[src/rtl/fpadd_pkg.sv]
package fpadd_pkg;
  localparam int EXP_W   = 8;
  localparam int FRAC_W  = 23;
  localparam int WORD_W  = 1 + EXP_W + FRAC_W;
  localparam int SIG_W   = FRAC_W + 1;
  localparam int EXT_W   = SIG_W + 3;            // guard, round, sticky
  localparam int SH_W    = $clog2(EXT_W + 1);
  localparam int ES_W    = EXP_W + 2;            // signed working exponent
  localparam int EXP_MAX = (1 << EXP_W) - 1;

  typedef struct packed {
    logic              sign;
    logic [EXT_W-1:0]  mx;
    logic [EXT_W-1:0]  my;
    logic [EXP_W-1:0]  ex;
    logic              eff_sub;
    logic              special;
    logic [WORD_W-1:0] spec_val;
  } align_t;

  typedef struct packed {
    logic                    sign;
    logic [EXT_W-1:0]        norm;
    logic signed [ES_W-1:0]  exp;
    logic                    zero;
    logic                    special;
    logic [WORD_W-1:0]       spec_val;
  } norm_t;

  function automatic logic [SH_W-1:0] lead_zeros(input logic [EXT_W-1:0] v);
    logic [SH_W-1:0] n;
    logic found;
    n = '0;
    found = 1'b0;
    for (int i = EXT_W - 1; i >= 0; i--) begin
      if (!found && v[i]) begin
        n = SH_W'(EXT_W - 1 - i);
        found = 1'b1;
      end
    end
    return n;
  endfunction
endpackage

[src/rtl/fpadd_align.sv]
module fpadd_align
  import fpadd_pkg::*;
(
  input  logic              clk_i,
  input  logic              rst_ni,
  input  logic              valid_i,
  input  logic [WORD_W-1:0] a_i,
  input  logic [WORD_W-1:0] b_i,
  input  logic              sub_i,
  output logic              valid_o,
  output align_t            st_o
);
  localparam int WIDE_W = SIG_W + EXT_W;

  logic [WORD_W-1:0] b_eff, x, y;
  logic [EXP_W-1:0]  ex, ey, diff;
  logic [SIG_W-1:0]  sx, sy;
  logic [SH_W-1:0]   dsh;
  logic [WIDE_W-1:0] wide;
  align_t            st_d;

  always_comb begin
    b_eff = {b_i[WORD_W-1] ^ sub_i, b_i[WORD_W-2:0]};
    // larger magnitude goes to x; ties keep a
    if (a_i[WORD_W-2:0] >= b_i[WORD_W-2:0]) begin
      x = a_i;
      y = b_eff;
    end else begin
      x = b_eff;
      y = a_i;
    end
    ex   = x[WORD_W-2:FRAC_W];
    ey   = y[WORD_W-2:FRAC_W];
    sx   = (ex != '0) ? {1'b1, x[FRAC_W-1:0]} : '0;
    sy   = (ey != '0) ? {1'b1, y[FRAC_W-1:0]} : '0;
    diff = ex - ey;
    dsh  = (diff > EXP_W'(EXT_W)) ? SH_W'(EXT_W) : diff[SH_W-1:0];
    wide = {sy, {EXT_W{1'b0}}} >> dsh;

    st_d.sign     = x[WORD_W-1];
    st_d.mx       = {sx, 3'b000};
    st_d.my       = {wide[WIDE_W-1 -: EXT_W-1], wide[SIG_W] | (|wide[SIG_W-1:0])};
    st_d.ex       = ex;
    st_d.eff_sub  = x[WORD_W-1] ^ y[WORD_W-1];
    st_d.special  = &ex;
    st_d.spec_val = x;
  end

  always_ff @(posedge clk_i or negedge rst_ni) begin
    if (!rst_ni) begin
      valid_o <= 1'b0;
      st_o    <= '0;
    end else begin
      valid_o <= valid_i;
      st_o    <= st_d;
    end
  end

  p_align_order_r5: assert property (@(posedge clk_i) disable iff (!rst_ni)
    valid_o |-> (st_o.mx >= st_o.my));
  p_valid_fwd_r8: assert property (@(posedge clk_i) disable iff (!rst_ni)
    valid_i |=> valid_o);
endmodule

[src/rtl/fpadd_norm.sv]
module fpadd_norm
  import fpadd_pkg::*;
(
  input  logic   clk_i,
  input  logic   rst_ni,
  input  logic   valid_i,
  input  align_t st_i,
  output logic   valid_o,
  output norm_t  st_o
);
  logic [EXT_W:0]   sum;
  logic [SH_W-1:0]  lz;
  norm_t            st_d;

  always_comb begin
    sum = st_i.eff_sub ? ({1'b0, st_i.mx} - {1'b0, st_i.my})
                       : ({1'b0, st_i.mx} + {1'b0, st_i.my});
    lz  = lead_zeros(sum[EXT_W-1:0]);
    st_d.sign     = st_i.sign;
    st_d.zero     = (sum == '0);
    st_d.special  = st_i.special;
    st_d.spec_val = st_i.spec_val;
    if (sum[EXT_W]) begin
      st_d.norm = {sum[EXT_W:2], sum[1] | sum[0]};
      st_d.exp  = $signed(ES_W'(st_i.ex)) + $signed(ES_W'(1));
    end else begin
      st_d.norm = sum[EXT_W-1:0] << lz;
      st_d.exp  = $signed(ES_W'(st_i.ex)) - $signed(ES_W'(lz));
    end
  end

  always_ff @(posedge clk_i or negedge rst_ni) begin
    if (!rst_ni) begin
      valid_o <= 1'b0;
      st_o    <= '0;
    end else begin
      valid_o <= valid_i;
      st_o    <= st_d;
    end
  end

  p_norm_msb_r10: assert property (@(posedge clk_i) disable iff (!rst_ni)
    (valid_o && !st_o.zero && !st_o.special) |-> st_o.norm[EXT_W-1]);
  p_valid_idle_r8: assert property (@(posedge clk_i) disable iff (!rst_ni)
    !valid_i |=> !valid_o);
endmodule

[src/rtl/fpadd_round.sv]
module fpadd_round
  import fpadd_pkg::*;
(
  input  logic              clk_i,
  input  logic              rst_ni,
  input  logic              valid_i,
  input  norm_t             st_i,
  output logic              valid_o,
  output logic [WORD_W-1:0] y_o,
  output logic              ovf_o,
  output logic              unf_o
);
  logic [SIG_W-1:0]       mant;
  logic                   up;
  logic [SIG_W:0]         m25;
  logic [FRAC_W-1:0]      frac;
  logic signed [ES_W-1:0] e2;
  logic [WORD_W-1:0]      y_d;
  logic                   ovf_d, unf_d;

  always_comb begin
    mant = st_i.norm[EXT_W-1:3];
    up   = st_i.norm[2] & (st_i.norm[1] | st_i.norm[0] | mant[0]);
    m25  = {1'b0, mant} + (SIG_W+1)'(up);
    frac = m25[SIG_W] ? m25[SIG_W-1:1] : m25[FRAC_W-1:0];
    e2   = st_i.exp + $signed(ES_W'(m25[SIG_W]));
    ovf_d = 1'b0;
    unf_d = 1'b0;
    if (st_i.special) begin
      y_d = st_i.spec_val;
    end else if (st_i.zero) begin
      y_d = '0;
    end else if (e2 >= $signed(ES_W'(EXP_MAX))) begin
      y_d   = {st_i.sign, {EXP_W{1'b1}}, {FRAC_W{1'b0}}};
      ovf_d = 1'b1;
    end else if (e2 < $signed(ES_W'(1))) begin
      y_d   = {st_i.sign, {(WORD_W-1){1'b0}}};
      unf_d = 1'b1;
    end else begin
      y_d = {st_i.sign, e2[EXP_W-1:0], frac};
    end
  end

  always_ff @(posedge clk_i or negedge rst_ni) begin
    if (!rst_ni) begin
      valid_o <= 1'b0;
      y_o     <= '0;
      ovf_o   <= 1'b0;
      unf_o   <= 1'b0;
    end else begin
      valid_o <= valid_i;
      y_o     <= y_d;
      ovf_o   <= ovf_d;
      unf_o   <= unf_d;
    end
  end
endmodule

[src/rtl/fp_addsub.sv]
module fp_addsub
  import fpadd_pkg::*;
(
  input  logic              clk_i,
  input  logic              rst_ni,
  input  logic              valid_i,
  input  logic [WORD_W-1:0] a_i,
  input  logic [WORD_W-1:0] b_i,
  input  logic              sub_i,
  output logic              valid_o,
  output logic [WORD_W-1:0] y_o,
  output logic              ovf_o,
  output logic              unf_o
);
  logic   v1, v2;
  align_t s1;
  norm_t  s2;

  fpadd_align u_align (
    .clk_i, .rst_ni, .valid_i, .a_i, .b_i, .sub_i,
    .valid_o(v1), .st_o(s1)
  );

  fpadd_norm u_norm (
    .clk_i, .rst_ni, .valid_i(v1), .st_i(s1),
    .valid_o(v2), .st_o(s2)
  );

  fpadd_round u_round (
    .clk_i, .rst_ni, .valid_i(v2), .st_i(s2),
    .valid_o, .y_o, .ovf_o, .unf_o
  );

  p_ovf_inf_r3: assert property (@(posedge clk_i) disable iff (!rst_ni)
    ovf_o |-> (y_o[WORD_W-2:0] == {{EXP_W{1'b1}}, {FRAC_W{1'b0}}}));
  p_unf_zero_r4: assert property (@(posedge clk_i) disable iff (!rst_ni)
    unf_o |-> (y_o[WORD_W-2:0] == '0));
  p_flags_excl_r4: assert property (@(posedge clk_i) disable iff (!rst_ni)
    $onehot0({ovf_o, unf_o}));
  p_no_subnormal_r10: assert property (@(posedge clk_i) disable iff (!rst_ni)
    (y_o[WORD_W-2:FRAC_W] == '0) |-> (y_o[FRAC_W-1:0] == '0));
endmodule

[config.mk]
export PLATFORM = sky130hd
export DESIGN_NAME = fp_addsub
export DESIGN_NICKNAME = d
export VERILOG_FILES = /design/src/rtl/fpadd_pkg.sv /design/src/rtl/fpadd_align.sv /design/src/rtl/fpadd_norm.sv /design/src/rtl/fpadd_round.sv /design/src/rtl/fp_addsub.sv
export SDC_FILE = /design/constraint.sdc
export NUM_CORES = 1
export LEC_CHECK = 0
export BUFFER_PORTS_ARGS = -buffer_cell sky130_fd_sc_hd__buf_2
export CELL_PAD_IN_SITES_DETAIL_PLACEMENT = 1
export CELL_PAD_IN_SITES_GLOBAL_PLACEMENT = 2
export CORE_ASPECT_RATIO = 0.5
export CORE_MARGIN = 1.5
export CORE_UTILIZATION = 41
export CTS_CLUSTER_SIZE = 24
export DETAILED_ROUTE_END_ITERATION = 16
export PLACE_DENSITY = 0.84
export SLEW_MARGIN = 20
export SYNTH_ARGS = -nofsm -noshare
export SYNTH_HDL_FRONTEND = slang
export SYNTH_SLANG_ARGS = --single-unit
[constraint.sdc]
create_clock -name clk_i -period 11.25 [get_ports clk_i]
set_clock_uncertainty 0.2 [all_clocks]
set_input_delay 0.5625 -clock clk_i [delete_from_list [all_inputs] [get_ports clk_i]]
set_output_delay 0.5625 -clock clk_i [all_outputs]
set_load 0.02 [all_outputs]
==> run summary <==
Status: finished, final reports clean
Rows: 50
Fmax: 133 MHz
Register area share after synthesis: 30.4%
Final Power: 3.30 mW
Nets@finish: 2101
Skew-Pair Late Insertion Delay: 0.45 ns
P_int: 1.74 mW
Mean area per synthesized cell: 8.29 um2
Final min period: 7.53 ns
Slew HR: 16.6%
CTS buffer count: 17
Number of routed nets with antenna violations: 0
Number of I/O port buffers: 102
First-pass GRT wire length: 95.1 mm
Max_cap viols: 0
Prevailing post-synth register cell: dfrtp_1
Gr usage total: 31.2%
Vias in the first global route: 15700
Commonest non-fill, non-tap cell in the layout: nand2_1
Yosys warning count: 0
# hold bufs at CTS: 0
WHS Endpoint: u_align.valid_o
Dpl cell area: 16700 um2
RSZ-0062 raised after global routing: false
Layout cells sized above 1: 11.7%
Switching part of the total: 47.2%
FF-to-FF End: u_norm.st_o[42]
Initial DRC count: 1241
R2r setup slk: 3.77 ns
Post-cts sizing count: 0
Synth async-reset ratio: 100%
# fillers: 4565
CTS root buf: clkbuf_16
Peak supply drop: 132 uV
Critical path type: input port to flip-flop
Req. time, crit path: 11.37 ns
Most frequent cells in the layout: nand2_1 (205), dfrtp_1 (193), nor2_1 (129)
WHS Path Cells: 1
CTS tree: done
Die Area: 39900 um2
Final setup fails: 0
Crit start category: input port
DR pass1 iterations: 6
Clock group share of total power: 18.0%
Starting Density: 42.0%
Via-to-Cell Ratio: 6.34
H-tree lvl count: 4
Power share of the combinational group: 52.2%
Crit end category: flip-flop
Worst Reg-to-Reg Cells: 23
Reg clk slew, reported paths: 0.07 ns
Per-cell routed wire length: 25.0 um
Setup TNS: 0 ns
CP Max Fanout: 61
Critical Path AT: 7.65 ns
Worst Hold Class: input port to flip-flop
Final period util: 66.9%
Psw: 1.56 mW
Final wirelength: 61.8 mm
Sequential power share: 29.7%
#FFs+latches synth: 193
Slew @ Worst Pin: 1.24 ns
Hold wc startpoint: valid_i
Synth cell types: 116
Vias post-DR: 15700
Clock tree sinks: 193
R2r startpoint: u_align.st_o[55]
Post-synth EDFFs: 0
Aggregate global routing overflow: 0
P_leak: 7.33 nW
Syn nets: 2074
Antenna violations before repair: 4
Post-CTS setup buffers: 0
Final instance area: 17200 um2
Die Y: 142 um
Die W: 281 um
Area grow syn2layout: 8.72%
Placer Congestion: 0.956
Synthesized instance count: 1914
Hold Fails Final Rpt: 0
IO Pins: 103
Residual DRC: 0
Final HPWL DP: 48.2 mm
Largest net degree at the start of global routing: 130
Pwr Density: 191 nW/um2
Mapped cell area: 15900 um2
CORE AREA: 37700 um2
Max Root-Sink Buffers: 2
Pins over their slew limit: 0
-- per-stage QoR --
| step | setup slack, ns | cells | hold slack (ns) | util, % |
|---|---|---|---|---|
| final | 3.72 | 2477 | 0.0303 | 45.7 |
| after global routing | 3.15 | 2476 | 0.0137 | 45.7 |
| after CTS | 3.87 | 2474 | 0.000921 | 45.7 |
| after detailed placement | 3.42 | 2442 | 0.136 | 44.2 |
| after global placement | 3.53 | 2442 | 0.131 | 44.2 |
| after floorplan | 4.39 | 1914 | 0.0669 | - |
-- how the worst max path moves through the flow --
stage,from,endpoint,cells after the start
finish,b_i[23],u_align.st_o[42],23
global route,b_i[10],u_align.st_o[42],23
CTS,b_i[23],u_align.st_o[42],23
detailed placement,b_i[23],u_align.st_o[42],23
global placement,b_i[23],u_align.st_o[42],23
floorplan,b_i[29],u_align.st_o[42],27
-- logic make-up (layout without fill, tap and decap cells) --
| kind of cell | after synthesis | after routing | share of synthesized area (%) |
|---|---|---|---|
| buffers and inverters | 218 | 258 | 5.77 |
| DFF | 193 | 193 | 30.4 |
| other | 0 | 3 | 0 |
| AOI/OAI and AO/OA | 598 | 598 | 26.6 |
| xor gates and xnor gates | 64 | 64 | 3.53 |
| adders and majority gates | 92 | 92 | 7.35 |
| muxes | 64 | 64 | 4.28 |
| and+or+nand+nor | 685 | 685 | 22.0 |
-- cells in the mapped netlist (9+ instances only) --
cell type	number	share of area, %
nand2_1	205	4.9
dfrtp_1	193	30
nor2_1	129	3.1
a21oi_1	124	3.9
o21ai_0	114	3.6
inv_1	105	2.5
ha_1	90	7.1
nand3_1	65	2.1
clkbuf_1	58	1.4
mux2i_1	46	2.9
nor3_1	46	1.5
xnor2_1	41	2.3
nor2b_1	37	1.5
buf_2	36	1.1
a31oi_1	33	1.3
nand4_1	31	1.2
nor4_1	31	1.2
o211ai_1	30	1.4
a21o_1	29	1.4
and3_1	24	0.95
xor2_1	23	1.3
a211oi_1	22	1.0
and2_1	21	0.83
o31ai_1	21	0.99
o22ai_1	17	0.67
mux2_2	16	1.1
or3_1	16	0.63
nand2b_1	14	0.55
o21bai_1	14	0.66
and4_1	13	0.72
or2_2	13	0.51
a221oi_1	12	0.66
a22o_1	11	0.61
o221ai_1	10	0.55
a221o_1	9	0.57
-- critical path, cell delays in order --
cell	delay, ns
buf_2	0.09
inv_1	0.07
ha_1	0.77
nand2_1	0.19
nor3_4	0.25
nand4_2	0.17
o32a_1	0.55
nand2_2	0.39
buf_4	0.54
nor2_1	0.10
a21oi_1	0.14
ha_1	0.16
a41oi_1	0.06
a211oi_1	0.51
o311ai_2	0.18
o211ai_4	0.35
nand3_1	0.85
a211oi_1	0.54
o31ai_1	0.13
a2bb2oi_1	0.20
nor4_1	0.35
nand4_1	0.14
a211o_1	0.32
-- sequential cells by signal, indices dropped and copies added, names as in the netlist --
register,count
u_align.st_o,85
u_round.y_o,32
u_round.unf_o,1
u_norm.valid_o,1
u_round.ovf_o,1
u_round.valid_o,1
u_align.valid_o,1
u_norm.st_o,71
-- final cells by class --
| cell class | count | area [um2] | area share [%] |
|---|---|---|---|
| inverters | 107 | 402 | 2.33 |
| well taps | 520 | 651 | 3.77 |
| multi-input cells | 1503 | 10100 | 58.8 |
| clock buffers | 20 | 447 | 2.59 |
| repair buffers | 119 | 647 | 3.75 |
| clock inverters | 12 | 123 | 0.711 |
| flip-flops and latches | 193 | 4830 | 28.0 |
| diodes | 3 | 7.51 | 0.0435 |
-- power groups by stage --
stage               registers [mW]  logic, mW  clock network (mW)
finish                       0.981       1.72               0.595
global route                 0.997       1.84               0.638
CTS                          0.981       1.69               0.611
detailed placement           0.988       1.67                   0
global placement             0.986       1.66                   0
floorplan                     1.01       1.08                   0
-- per-layer routing --
metal	track usage, %	part of all wire (%)	up-vias
li1	-	-	7160
met1	43.8	47	7925
met2	49.2	44	520
met3	4.37	5.7	109
met4	10.8	3.0	0
met5	0	0	-
Power figures use the tool's default switching activity.
